## config.mk

```make
export PLATFORM = sky130hd
export DESIGN_NAME = ncl_dr_stage
export DESIGN_NICKNAME = d
export VERILOG_FILES = /design/src/rtl/ncl_pkg.sv /design/src/rtl/ncl_celem.sv /design/src/rtl/ncl_bit_slice.sv /design/src/rtl/ncl_completion.sv /design/src/rtl/ncl_dr_stage.sv
export SDC_FILE = /design/constraint.sdc
export NUM_CORES = 1
export LEC_CHECK = 0
export ABC_CLOCK_PERIOD_IN_PS = 1400
export BUFFER_PORTS_ARGS = -buffer_cell sky130_fd_sc_hd__buf_4
export CORE_MARGIN = 4
export CORE_UTILIZATION = 50
export CTS_BUF_LIST = sky130_fd_sc_hd__clkbuf_8
export CTS_CLUSTER_DIAMETER = 100
export DETAILED_ROUTE_END_ITERATION = 16
export PLACE_DENSITY = 0.78
export SLEW_MARGIN = 30
export SYNTH_ARGS = -nofsm -noshare
export SYNTH_HDL_FRONTEND = slang
export SYNTH_SLANG_ARGS = --single-unit
```

## constraint.sdc

```tcl
create_clock -name clk -period 1.4 [get_ports clk]
set_input_delay 0.07 -clock clk [delete_from_list [all_inputs] [get_ports clk]]
set_output_delay 0.07 -clock clk [all_outputs]
set_load 0.005 [all_outputs]
```

## src/rtl/ncl_pkg.sv

```systemverilog
package ncl_pkg;
  // Rail pair packed as {rail1, rail0}
  typedef enum logic [1:0] {
    PAIR_NULL  = 2'b00,
    PAIR_ZERO  = 2'b01,
    PAIR_ONE   = 2'b10,
    PAIR_ILLEG = 2'b11
  } rail_pair_e;

  function automatic logic pair_is_data(input logic r0, input logic r1);
    return r0 | r1;
  endfunction
endpackage

```

## src/rtl/ncl_celem.sv

```systemverilog
module ncl_celem #(
  parameter int N       = 2,
  parameter bit RST_VAL = 1'b0
) (
  input  logic         clk,
  input  logic         rst,
  input  logic [N-1:0] in,
  output logic         q
);
  always_ff @(posedge clk) begin
    if (rst)        q <= RST_VAL;
    else if (&in)   q <= 1'b1;
    else if (~|in)  q <= 1'b0;
  end

  // Hysteresis: all-high sets, all-low clears, otherwise hold
  assert_set_R4: assert property (@(posedge clk) disable iff (rst) (&in) |=> q);
  assert_clear_R4: assert property (@(posedge clk) disable iff (rst) (~|in) |=> !q);
  assert_hold_R4: assert property (@(posedge clk) disable iff (rst)
    (!(&in) && (|in)) |=> $stable(q));
endmodule

```

## src/rtl/ncl_bit_slice.sv

```systemverilog
module ncl_bit_slice (
  input  logic clk,
  input  logic rst,
  input  logic d_r0,
  input  logic d_r1,
  input  logic req,
  output logic q_r0,
  output logic q_r1
);
  ncl_celem #(.N(2), .RST_VAL(1'b0)) u_rail0 (
    .clk(clk), .rst(rst), .in({d_r0, req}), .q(q_r0)
  );
  ncl_celem #(.N(2), .RST_VAL(1'b0)) u_rail1 (
    .clk(clk), .rst(rst), .in({d_r1, req}), .q(q_r1)
  );
endmodule

```

## src/rtl/ncl_completion.sv

```systemverilog
module ncl_completion #(
  parameter int WIDTH = 8
) (
  input  logic             clk,
  input  logic             rst,
  input  logic [WIDTH-1:0] q_r0,
  input  logic [WIDTH-1:0] q_r1,
  output logic             req_to_prev
);
  import ncl_pkg::*;

  logic [WIDTH-1:0] bit_null;

  always_comb begin
    for (int i = 0; i < WIDTH; i++) bit_null[i] = !pair_is_data(q_r0[i], q_r1[i]);
  end

  // Word-wide C-element on NULL indications: high = request data
  ncl_celem #(.N(WIDTH), .RST_VAL(1'b1)) u_word (
    .clk(clk), .rst(rst), .in(bit_null), .q(req_to_prev)
  );

  assert_fall_on_full_R5: assert property (@(posedge clk) disable iff (rst)
    $fell(req_to_prev) |-> $past(&(q_r0 | q_r1)));
  assert_rise_on_empty_R5: assert property (@(posedge clk) disable iff (rst)
    $rose(req_to_prev) |-> $past(~|(q_r0 | q_r1)));
  assert_mixed_hold_R6: assert property (@(posedge clk) disable iff (rst)
    ((|(q_r0 | q_r1)) && !(&(q_r0 | q_r1))) |=> $stable(req_to_prev));
endmodule

```

## src/rtl/ncl_dr_stage.sv

```systemverilog
module ncl_dr_stage #(
  parameter int WIDTH = 8
) (
  input  logic             clk,
  input  logic             rst,
  input  logic [WIDTH-1:0] in_r0,
  input  logic [WIDTH-1:0] in_r1,
  input  logic             req_from_next,
  output logic [WIDTH-1:0] out_r0,
  output logic [WIDTH-1:0] out_r1,
  output logic             req_to_prev
);
  generate
    for (genvar g = 0; g < WIDTH; g++) begin : g_bit
      ncl_bit_slice u_slice (
        .clk (clk),
        .rst (rst),
        .d_r0(in_r0[g]),
        .d_r1(in_r1[g]),
        .req (req_from_next),
        .q_r0(out_r0[g]),
        .q_r1(out_r1[g])
      );
    end
  endgenerate

  ncl_completion #(.WIDTH(WIDTH)) u_done (
    .clk(clk), .rst(rst), .q_r0(out_r0), .q_r1(out_r1), .req_to_prev(req_to_prev)
  );

  assert_no_illegal_R2: assert property (@(posedge clk) disable iff (rst)
    ~|(out_r0 & out_r1));
  assert_set_needs_req_R4: assert property (@(posedge clk) disable iff (rst)
    (|((out_r0 | out_r1) & ~$past(out_r0 | out_r1))) |-> $past(req_from_next));
  assert_clear_needs_low_req_R4: assert property (@(posedge clk) disable iff (rst)
    (|(~(out_r0 | out_r1) & $past(out_r0 | out_r1))) |-> !$past(req_from_next));
  assert_reset_null_R3: assert property (@(posedge clk)
    $past(rst) |-> (~|(out_r0 | out_r1)) && req_to_prev);
endmodule

```

* Yosys cells after proc, flatten, opt, wreduce, memory -nomap -nowiden
Cells that the tools add are included.
** Word-level totals
- Register bits :: 17
- Word-level logic and storage cells :: 116
- Bits of input ports :: 19
** Cells by class
- Equal/unequal tests :: 16
- Bitwise gates (word level) :: 8
- Reduce and logical (&&, ||, !) cells :: 43
- Mux-type cells :: 32
** Operators with widths (count)
- OR reduction 2 bit :: 17
- two-way mux 1 bit :: 32
- != test 2 bit, second input constant :: 16
- AND reduction 2 bit :: 16
- zero test 1 bit :: 8
- bitwise OR 1 bit :: 8
- AND reduction 8 bit :: 1
- OR reduction 8 bit :: 1

* Depth between registers and ports, before layout
Gate-level depths: netlist of run 1.
- Depth in word-level cells :: 4
- Gate-level depth with buffers :: 4
- Gate-level depth less buffers :: 4

* Hierarchy
Synthesis of run 1 repeated with hierarchy kept, for this count alone.
** Second synthesis, totals
- Cell total of the unflattened synthesis :: 80
- Area, all modules :: 844.6 um^2
** By module, submodules not included
- ncl_celem at g_bit[0].u_slice.u_rail0 ... :: times used 16, cells an instance 4, area an instance 46.3 um^2
- ncl_celem at u_done.u_word :: times used 1, cells an instance 8, area an instance 73.8 um^2
- ncl_completion :: times used 1, cells an instance 8, area an instance 30.0 um^2

* Worst setup path before layout of run 1
No wires, ideal clock.
- Path type :: register -> register
- Start :: reg g_bit[0].u_slice.u_rail0.q
- End :: reg u_done.u_word.q
- Cell stages (with the launch flop) :: 5
- Data required time :: 1.280 ns
- Arrival time :: 0.971 ns
- Slack :: 0.309 ns
- Period minus slack after synthesis :: 1.091 ns
- Cell sequence :: dfxtp_1 > nor2_1 > nor4_2 > nand2_1 > a211o_1
** Between the ends
- Word-level cells in the longest chain between the ends :: 4
** Ends and longest elaborated chain
- start, declared :: line ncl_celem.sv:8 : output logic q
- start signal, assigned :: line ncl_celem.sv:11 : if (rst) q <= RST_VAL;
- start signal, assigned :: line ncl_celem.sv:12 : else if (&in) q <= 1'b1;
- start signal, assigned :: line ncl_celem.sv:13 : else if (~|in) q <= 1'b0;
- bitwise OR 1 bit * :: line ncl_pkg.sv:11 : return r0 | r1;
- zero test 1 bit * :: line ncl_completion.sv:15 : for (int i = 0; i < WIDTH; i++) bit_null[i] = !pair_is_data(q_r0[i], q_r1[i]);
- AND reduction 8 bit :: line ncl_celem.sv:12
- OR reduction 2 bit (no line)
- end signal, assigned :: line ncl_celem.sv:11
- end signal, assigned :: line ncl_celem.sv:12
- end signal, assigned :: line ncl_celem.sv:13
- end, declared :: line ncl_celem.sv:8
Every way passes the cells marked *; elsewhere a longest branch is shown, timed or not.
A chain may end at the register's enable or synchronous reset.

* Final worst setup path of run 1
- Start :: reg g_bit[0].u_slice.u_rail1.q
- End :: reg u_done.u_word.q
** Between the ends
- Word-level cells in the longest chain between the ends :: 4
** Ends and longest elaborated chain (line)
- start, declared :: ncl_celem.sv:8
- start signal, assigned :: ncl_celem.sv:11
- start signal, assigned :: ncl_celem.sv:12
- start signal, assigned :: ncl_celem.sv:13
- bitwise OR 1 bit * :: ncl_pkg.sv:11
- zero test 1 bit * :: ncl_completion.sv:15
- AND reduction 8 bit :: ncl_celem.sv:12
- OR reduction 2 bit (no line)
Marks and branches as above.

==> results of run 1 <==
[routing by layer]
metal  up-vias  GRT usage [%]
met4         0          7.860
met5         -              0
met2        24          25.73
met1       308          18.56
met3         4          3.438
li1        361              -
[registers in the layout, indices dropped and copies added (netlist names)]
register / cells
g_bit.u_slice.u_rail0.q: 8
g_bit.u_slice.u_rail1.q: 8
u_done.u_word.q: 1
[cell type report]
| type | instances | area (sq um) |
|---|---|---|
| clock inverter | 1 | 3.754 |
| timing repair buffer | 35 | 262.8 |
| multi-input combinational | 63 | 504.2 |
| fill | 165 | 599.3 |
| clock buffer | 3 | 41.29 |
| tap | 25 | 31.28 |
| sequential | 17 | 340.3 |
[worst max-delay path by stage]
stage / start / end / slack (ps) / cells past startpoint
after floorplan: g_bit[0].u_slice.u_rail0.q$_SDFFE_PP0P_ / u_done.u_word.q$_SDFFE_PP1N_ / 310 / 4
after global placement: g_bit[0].u_slice.u_rail1.q$_SDFFE_PP0P_ / u_done.u_word.q$_SDFFE_PP1N_ / 280 / 4
after detailed placement: g_bit[0].u_slice.u_rail1.q$_SDFFE_PP0P_ / u_done.u_word.q$_SDFFE_PP1N_ / 250 / 4
after CTS: g_bit[0].u_slice.u_rail1.q$_SDFFE_PP0P_ / u_done.u_word.q$_SDFFE_PP1N_ / 240 / 4
after global routing: g_bit[2].u_slice.u_rail1.q$_SDFFE_PP0P_ / u_done.u_word.q$_SDFFE_PP1N_ / 160 / 4
final: g_bit[0].u_slice.u_rail1.q$_SDFFE_PP0P_ / u_done.u_word.q$_SDFFE_PP1N_ / 240 / 4
[metrics by stage]
stage,setup WS (ps),util [%]
after CTS,237.2,66.39
after global routing,164.5,66.39
after global placement,276.7,63.86
after floorplan,309.3,-
final,238.6,66.39
after detailed placement,248.2,63.86
[power groups by stage]
stage               combinational [mW]  clock, mW  sequential (mW)
global route                     0.250      0.391            0.528
global placement                 0.216          0            0.534
CTS                              0.228      0.360            0.525
finish                           0.223      0.354            0.524
floorplan                        0.153          0            0.531
detailed placement               0.226          0            0.535
[placed cells by master, fill, tap and decap left out]
cell,synthesis,final
inv_1,0,1
a211o_1,1,1
buf_4,16,35
clkbuf_8,0,3
nor4_2,2,2
mux2i_1,16,16
nand2_1,1,1
nor2_1,25,25
nand4_1,2,2
dfxtp_1,17,17
ha_1,16,16
[logic make-up (layout without fill, tap and decap cells)]
group	after synthesis	in the layout	synth area share, %
compound gates	1	1	0.8999
fa+ha+maj	16	16	20.57
buf+inv	18	39	13.24
flops	17	17	34.96
mux	16	16	16.45
simple gates	30	30	13.88
==> results.yml, run 1 <==
detailed_routing:
  drtIter0Drc: 1
  vias: 697
  dr.max_layer_used: "met4"
  firstDrtPassIters: 3
  met2_length_microns: 877
  routed_via_density: 4.840
  wl_met1_microns: 843
  wl_met3_microns: 107
  wl_per_cell_microns: 12.96
  drtAntennaViolNets: 0
  drc: 0
  routed_wirelength_microns: 1866
critical_path:
  worstSetupStartpointType: "register"
  reg2regPathDepth: 4
  crit_family: "simple AND/OR/NAND/NOR gates"
  timing.rr.end: "u_done.u_word.q$_SDFFE_PP1N_"
  rrSetupSlack_ps: 240
  crit_type: "reg2reg"
  crit_buf_inv: 0
  cp_data_arrival_time_ps: 1300
  setup.worst_path.end_class: "register"
  r2r-start: "g_bit[0].u_slice.u_rail1.q$_SDFFE_PP0P_"
  worstPathRequired_ps: 1540
  cp_slowest_cell: "dfxtp_1"
  crit_chain: "nor2_1 -> nor4_2 -> nand2_1 -> a211o_1"
  path_max_fanout: 3
  max_stage_delay_ps: 360
timing:
  setup_tns_ps: 0
  max_slew_margin_pct: 85.71
  setup_viol: 0
  worst_pin_slew_ps: 213.6
  max_freq_mhz: 861.0
  fin_worst_skew_ps: 3.927
  fin_hold_ws_ps: 121.0
  finalCriticalPeriod_ps: 1161
  hold_violations: 0
  period_share_pct: 82.96
  rsz0062_at_grt: "no"
  drv_slew: 0
synth:
  synth_common_cells: "nor2_1, dfxtp_1, buf_4, ha_1, mux2i_1"
  ys_seq_area_share_pct: 34.96
  yosys_register_bits: 17
  synth_area_leader_cell: "dfxtp_1"
  synth_area_sq_um: 973.4
  async_flop_share_pct: 0
  synth.most_common_cell: "nor2_1"
  synth_top_cell_area_share_pct: 34.96
  syn_inst: 98
  synth_area_leaders: "dfxtp_1, ha_1, mux2i_1"
  synth_warnings: 0
  synth.distinct_cells: 11
  avgSynthCellArea_sq_um: 9.933
  synth_flop_cell: "dfxtp_1"
  syn_nets: 133
  synth_enable_flop_cells: 0
pwr:
  p_switching_uw: 273.8
  power_frac_clock_pct: 32.1
  seq_power_share_pct: 47.6
  ir_worst_vdd_mv: 0.5698
  internal-power_uw: 827.2
  p_total_mw: 1.101
  p_sw_share_pct: 24.87
  p_per_area_nw_per_um2: 930.2
  p_leak_nw: 0.6058
  combinationalPowerShare_pct: 20.2
global_route:
  grt_start_max_net_pins: 18
  grt_pass1_vias: 723
  grtUsageTotal_pct: 15.52
  antenna_found_initial: 0
  grt-ovfl-total: 0
  grt_pass1_wl_microns: 3063
die:
  initial_core_util_pct: 54.60
  dieArea_sq_um: 2717
  dieHeight_microns: 52.13
  die_w_microns: 52.13
  io_pins: 36
  coreArea_sq_um: 1783
  fp-row-count: 15
cts:
  cts.sinks: 17
  cts-root-buf: "clkbuf_8"
  post_cts_buffers: 0
  holdBufCountCts: 0
  htreeDepth: 1
  path_clk_slew_ps: 60
  cts_buffers: 3
  cts_tree: "yes"
  cts_buffer_depth: 2
  ctsResizeCount: 0
  clock_latency_ps: 250
placed_design:
  gp_congestion: 0.6920
  placed_cell_area_sq_um: 1139
  dp.cells: 140
  portBuffers: 35
  post-dp-hpwl_microns: 1477
flow_run:
  max_cap_viol_count: 0
layout:
  final_cell_area_sq_um: 1184
  instances_no_fill: 144
  drive_gt1_share_pct: 33.61
  nets: 155
  syn2layout_area_growth_pct: 21.59
  antenna_cells: 0
min_path:
  min_to: "g_bit[5].u_slice.u_rail1.q$_SDFFE_PP0P_"
  hold_path_depth: 2
  hp-start: "rst"
  min_path_type: "in2reg"
run_status:
  status: "completed"
No activity file was read; power rests on OpenSTA's default activity.
==> inputs of run 2 (changes only) <==
--- a/config.mk
+++ b/config.mk
@@ -5,14 +5,15 @@
 export SDC_FILE = /design/constraint.sdc
 export NUM_CORES = 1
 export LEC_CHECK = 0
-export ABC_CLOCK_PERIOD_IN_PS = 1400
+export ABC_CLOCK_PERIOD_IN_PS = 1000
 export BUFFER_PORTS_ARGS = -buffer_cell sky130_fd_sc_hd__buf_4
+export CORE_ASPECT_RATIO = 0.6
 export CORE_MARGIN = 4
-export CORE_UTILIZATION = 50
+export CORE_UTILIZATION = 45
 export CTS_BUF_LIST = sky130_fd_sc_hd__clkbuf_8
 export CTS_CLUSTER_DIAMETER = 100
 export DETAILED_ROUTE_END_ITERATION = 16
-export PLACE_DENSITY = 0.78
+export PLACE_DENSITY = 0.74
 export SLEW_MARGIN = 30
 export SYNTH_ARGS = -nofsm -noshare
 export SYNTH_HDL_FRONTEND = slang
==> constraint.sdc (replaced) <==
create_clock -name clk -period 1 [get_ports clk]
set_input_delay 0.05 -clock clk [delete_from_list [all_inputs] [get_ports clk]]
set_output_delay 0.05 -clock clk [all_outputs]
set_load 0.005 [all_outputs]
==> results.yml, run 2 (same netlist as run 1, synthesis figures left out) <==
cts:
  post_cts_buffers: 0
  cts.sinks: 17
  path_clk_slew_ps: 60
  clock_latency_ps: 250
  cts_tree: "yes"
  htreeDepth: 1
  cts_buffers: 3
  holdBufCountCts: 0
  cts_buffer_depth: 2
  cts-root-buf: "clkbuf_8"
global_route:
  grt_pass1_vias: 706
  grtUsageTotal_pct: 14.75
  grt-ovfl-total: 0
  grt_start_max_net_pins: 18
  antenna_found_initial: 0
  grt_pass1_wl_microns: 3174
critical_path:
  path_max_fanout: 2
  worstPathRequired_ps: 1140
  crit_end: "u_done.u_word.q$_SDFFE_PP1N_"
  crit_type: "reg2reg"
  cp_data_arrival_time_ps: 1240
  setup.worst_path.end_class: "register"
  crit_start: "g_bit[1].u_slice.u_rail1.q$_SDFFE_PP0P_"
  rrSetupSlack_ps: -100
  worstSetupStartpointType: "register"
  reg2regPathDepth: 4
  timing.rr.end: "u_done.u_word.q$_SDFFE_PP1N_"
  r2r-start: "g_bit[1].u_slice.u_rail1.q$_SDFFE_PP0P_"
detailed_routing:
  routed_via_density: 4.636
  routed_wirelength_microns: 2022
  drc: 0
  firstDrtPassIters: 3
  wl_per_cell_microns: 12.48
  vias: 751
  drtIter0Drc: 5
  drtAntennaViolNets: 0
timing:
  fin_hold_ws_ps: 105.3
  fin_ws_ps: -102.2
  hold_violations: 0
  setup_viol: 1
  rsz0062_at_grt: "yes"
  finalCriticalPeriod_ps: 1102
  period_share_pct: 110.2
  drv_slew: 0
  fin_worst_skew_ps: 1.060
  max_slew_margin_pct: 82.69
  worst_pin_slew_ps: 258.7
  setup_tns_ps: -102.2
  max_freq_mhz: 907.3
layout:
  drive_gt1_share_pct: 55.22
  nets: 170
  n_fill_cell: 154
  layout_common_cells: "buf_4, nor2_1, mux2i_1, ha_1, dfxtp_2"
  antenna_cells: 0
  syn2layout_area_growth_pct: 36.63
  reg.largest.list: "g_bit.u_slice.u_rail0.q x8, g_bit.u_slice.u_rail1.q x8, u_done.u_word.q x1"
  layout_commonest_cell: "buf_4"
die:
  io_pins: 36
  coreArea_sq_um: 1952
  fp-row-count: 12
  dieArea_sq_um: 2996
  initial_core_util_pct: 49.87
  die_w_microns: 68.05
  dieHeight_microns: 44.03
pwr:
  internal-power_mw: 1.207
  ir_worst_vdd_mv: 1.021
  seq_power_share_pct: 46.0
  p_sw_share_pct: 24.62
  p_per_area_nw_per_um2: 1204
  p_switching_uw: 394.3
  power_frac_clock_pct: 30.7
  combinationalPowerShare_pct: 23.3
  p_leak_nw: 0.6928
flow_run:
  max_cap_viol_count: 0
placed_design:
  portBuffers: 35
  gp_congestion: 0.6824
  post-dp-hpwl_microns: 1616
run_status:
  violations: "setup timing"
  status: "finished with violations"
min_path:
  min_path_type: "in2reg"
-- run 2: routing by layer --
metal / vias to the layer above / part of all wire (%) / GRT usage (%)
li1: 391 / - / -
met1: 335 / 44 / 18.58
met2: 21 / 48 / 22.41
met3: 4 / 6.2 / 6.091
met4: 0 / 1.2 / 5.929
met5: - / 0 / 0
-- run 2: worst max-delay path, cell delays in order, from the launching register on --
cell	delay, ps
dfxtp_2	340
nor2_2	40
nor4_2	280
nand2_1	80
a211o_1	250
-- run 2: area by class of cell --
cell class	instances	area (sq um)	share of cell area, %
sequential	17	357.8	26.90
clock buffer	3	41.29	3.104
tap	28	35.03	2.634
multi-input combinational	63	516.7	38.85
clock inverter	1	3.754	0.2822
timing repair buffer	50	375.4	28.22
-- run 2: how the worst min path moves through the flow --
| stage | from | to | cells past startpoint |
|---|---|---|---|
| global placement | rst | g_bit[2].u_slice.u_rail0.q$_SDFFE_PP0P_ | 2 |
| CTS | rst | g_bit[2].u_slice.u_rail1.q$_SDFFE_PP0P_ | 2 |
| finish | rst | g_bit[3].u_slice.u_rail0.q$_SDFFE_PP0P_ | 2 |
| global route | rst | g_bit[1].u_slice.u_rail1.q$_SDFFE_PP0P_ | 2 |
| floorplan | rst | g_bit[1].u_slice.u_rail0.q$_SDFFE_PP0P_ | 2 |
| detailed placement | rst | g_bit[1].u_slice.u_rail1.q$_SDFFE_PP0P_ | 2 |
-- run 2: what timing repair did --
item,in CTS,in global routing
hold endpoints to repair,0,0
endpoints found under the setup margin,1,1
pin swaps,1,1
resized for setup,4,5
-- run 2: metrics by stage --
step                area [sq um]  std cells  utilization [%]  setup slack (ps)  power (mW)
floorplan                  988.4         98                -            -31.29      0.9630
global placement            1270        158            65.06            -39.35       1.102
detailed placement          1270        158            65.06            -128.8       1.120
CTS                         1323        162            67.76            -115.7       1.616
global route                1330        162            68.14            -141.4       1.683
finish                      1330        162            68.14            -102.2       1.602
-- run 2: power groups by stage --
stage	clock network, mW	logic (mW)	registers, mW
after detailed placement	0	0.372	0.748
after CTS	0.503	0.378	0.735
after floorplan	0	0.215	0.748
after global placement	0	0.356	0.745
after global routing	0.527	0.415	0.741
final	0.492	0.373	0.737
==> inputs of run 3 (changes only) <==
--- a/config.mk
+++ b/config.mk
@@ -5,11 +5,11 @@
 export SDC_FILE = /design/constraint.sdc
 export NUM_CORES = 1
 export LEC_CHECK = 0
+export ABC_AREA = 1
 export ABC_CLOCK_PERIOD_IN_PS = 1000
 export BUFFER_PORTS_ARGS = -buffer_cell sky130_fd_sc_hd__buf_4
 export CORE_ASPECT_RATIO = 0.6
-export CORE_MARGIN = 4
-export CORE_UTILIZATION = 45
+export CORE_UTILIZATION = 46
 export CTS_BUF_LIST = sky130_fd_sc_hd__clkbuf_8
 export CTS_CLUSTER_DIAMETER = 100
 export DETAILED_ROUTE_END_ITERATION = 16
==> results.yml, run 3 <==
run_status:
  status: "completed"
synth:
  synth_area_leader_cell: "dfxtp_1"
  async_flop_share_pct: 0
  synth_top_cell_area_share_pct: 32.30
  synth_area_sq_um: 1054
  synth_warnings: 0
  syn_inst: 124
  synth_enable_flop_cells: 0
  synth_common_cells: "nor2_1, dfxtp_1, buf_4, ha_1, nand2_1"
  synth.most_common_cell: "nor2_1"
  synth_flop_cell: "dfxtp_1"
  ys_seq_area_share_pct: 32.30
  syn_nets: 159
  synth.distinct_cells: 14
  yosys_register_bits: 17
  synth_area_leaders: "dfxtp_1, ha_1, buf_4"
  avgSynthCellArea_sq_um: 8.496
die:
  coreArea_sq_um: 1997
  die_w_microns: 63.78
  io_pins: 36
  initial_core_util_pct: 52.76
  fp-row-count: 12
  dieArea_sq_um: 2492
  dieHeight_microns: 39.07
timing:
  period_share_pct: 88.51
  max_slew_margin_pct: 86.02
  worst_pin_slew_ps: 209.7
  fin_worst_skew_ps: 1.986
  setup_viol: 0
  finalCriticalPeriod_ps: 885.1
  drv_slew: 0
  setup_tns_ps: 0
  rsz0062_at_grt: "no"
  hold_violations: 0
  fin_hold_ws_ps: 114.3
  max_freq_mhz: 1130
global_route:
  antenna_found_initial: 0
  grt_start_max_net_pins: 18
  grt_pass1_vias: 793
  grtUsageTotal_pct: 18.25
  grt_pass1_wl_microns: 3284
  grt-ovfl-total: 0
pwr:
  internal-power_mw: 1.219
  ir_worst_vdd_mv: 0.8704
  p_switching_uw: 459.7
  seq_power_share_pct: 46.1
  p_sw_share_pct: 27.38
  p_leak_nw: 0.6604
  combinationalPowerShare_pct: 24.0
  p_per_area_nw_per_um2: 1332
  power_frac_clock_pct: 29.9
critical_path:
  cp_data_arrival_time_ps: 1030
  crit_chain: "nor2_1 -> inv_1 -> nand2_1 -> nor2_1 -> nand2_1 -> nand2_1 -> nand2_1"
  crit_type: "reg2reg"
  path_max_fanout: 3
  worst_path_most_repeated_cell: "nand2_1"
  worstSetupStartpointType: "register"
  max_stage_delay_ps: 360
  setup.worst_path.end_class: "register"
  cp_slowest_cell: "dfxtp_1"
  worstPathRequired_ps: 1150
placed_design:
  gp_congestion: 0.7322
  portBuffers: 35
  dp.cells: 169
  post-dp-hpwl_microns: 1520
layout:
  nets: 181
  layout_common_cells: "buf_4, nor2_1, ha_1"
  instances_no_fill: 173
  antenna_cells: 0
  syn2layout_area_growth_pct: 19.60
  layout_commonest_cell: "buf_4"
  n_fill_cell: 175
  drive_gt1_share_pct: 35.17
  reg.largest.list: "g_bit.u_slice.u_rail0.q x8, g_bit.u_slice.u_rail1.q x8, u_done.u_word.q x1"
detailed_routing:
  firstDrtPassIters: 4
  drtIter0Drc: 19
  drtAntennaViolNets: 0
  drc: 0
  vias: 816
  wl_per_cell_microns: 11.46
  routed_via_density: 4.717
  routed_wirelength_microns: 1983
cts:
  clock_latency_ps: 250
  cts_buffer_depth: 2
  cts_buffers: 3
  cts_tree: "yes"
  holdBufCountCts: 0
  cts.sinks: 17
  cts-root-buf: "clkbuf_8"
  htreeDepth: 1
  path_clk_slew_ps: 60
flow_run:
  max_cap_viol_count: 0
min_path:
  min_path_type: "in2reg"
-- run 3: cell count changes in the layout (fill, tap and decap cells not counted), sizes merged, moves of 2 or more --
cell / before / now
a211oi: 0 / 10
inv: 1 / 14
mux2i: 16 / 6
buf: 50 / 35
nor4: 2 / 0
nand4: 2 / 0
nand2: 1 / 14
nor2: 25 / 28
-- run 3: power groups by stage --
stage	sequential [mW]	clock, mW	combinational (mW)
finish	0.774	0.501	0.404
global placement	0.780	0	0.385
detailed placement	0.783	0	0.405
CTS	0.768	0.515	0.409
global route	0.781	0.546	0.461
floorplan	0.773	0	0.298
-- run 3: logic make-up after synthesis --
group	share of synthesized area [%]
multiplexers	5.701
buffers and inverters	18.53
AND/OR/NAND/NOR	14.96
AO/OA/AOI/OAI	9.501
adder cells (fa/ha/maj)	19.00
flip-flops	32.30
-- run 3: what timing repair did --
action / CTS / global route
endpoints found under the setup margin: 0 / 1
setup buffers: 0 / 0
hold endpoints to repair: 0 / 0
resized for setup: 0 / 7
-- run 3: worst paths after layout --
| kind | start | endpoint | slack, ps | cells after the start |
|---|---|---|---|---|
| setup / recovery | g_bit[4].u_slice.u_rail1.q$_SDFFE_PP0P_ | u_done.u_word.q$_SDFFE_PP1N_ | 110 | 7 |
| hold / removal | in_r1[6] | g_bit[6].u_slice.u_rail1.q$_SDFFE_PP0P_ | 110 | 3 |
| setup reg to reg | g_bit[4].u_slice.u_rail1.q$_SDFFE_PP0P_ | u_done.u_word.q$_SDFFE_PP1N_ | 110 | 7 |
| hold reg to reg | u_done.u_word.q$_SDFFE_PP1N_ | u_done.u_word.q$_SDFFE_PP1N_ | 470 | 2 |
-- run 3: area by class of cell --
cell class	instances	area [sq um]	area share, %
repair buffers	35	262.8	20.85
inverters	13	48.80	3.873
flip-flops and latches	17	347.8	27.61
clock inverters	1	3.754	0.2979
clock buffers	3	41.29	3.277
multi-input cells	76	520.5	41.31
well taps	28	35.03	2.781
-- run 3: metal layers --
metal / up-vias / GRT usage, % / routed length [microns]
met2: 21 / 36.44 / 912
met4: 0 / 5.114 / 18
met5: - / 0 / 0
met1: 362 / 19.30 / 934
li1: 429 / - / -
met3: 4 / 5.294 / 117
-- run 3: worst max-delay path, delay by kind of cell (launching register included) --
kind | cells | cell delay [ps]
simple gates | 6 | 370
flops | 1 | 360
buf+inv | 1 | 50
-- run 3: through the flow --
| stage | instance area, sq um | worst slack (ps) | power [mW] | utilization (%) |
|---|---|---|---|---|
| detailed placement | 1205 | 87.49 | 1.187 | 60.34 |
| global placement | 1205 | 113.4 | 1.166 | 60.34 |
| finish | 1260 | 114.9 | 1.679 | 63.10 |
| CTS | 1250 | 81.92 | 1.692 | 62.59 |
| floorplan | 1054 | 187.5 | 1.071 | - |
| global route | 1260 | 6.758 | 1.787 | 63.10 |
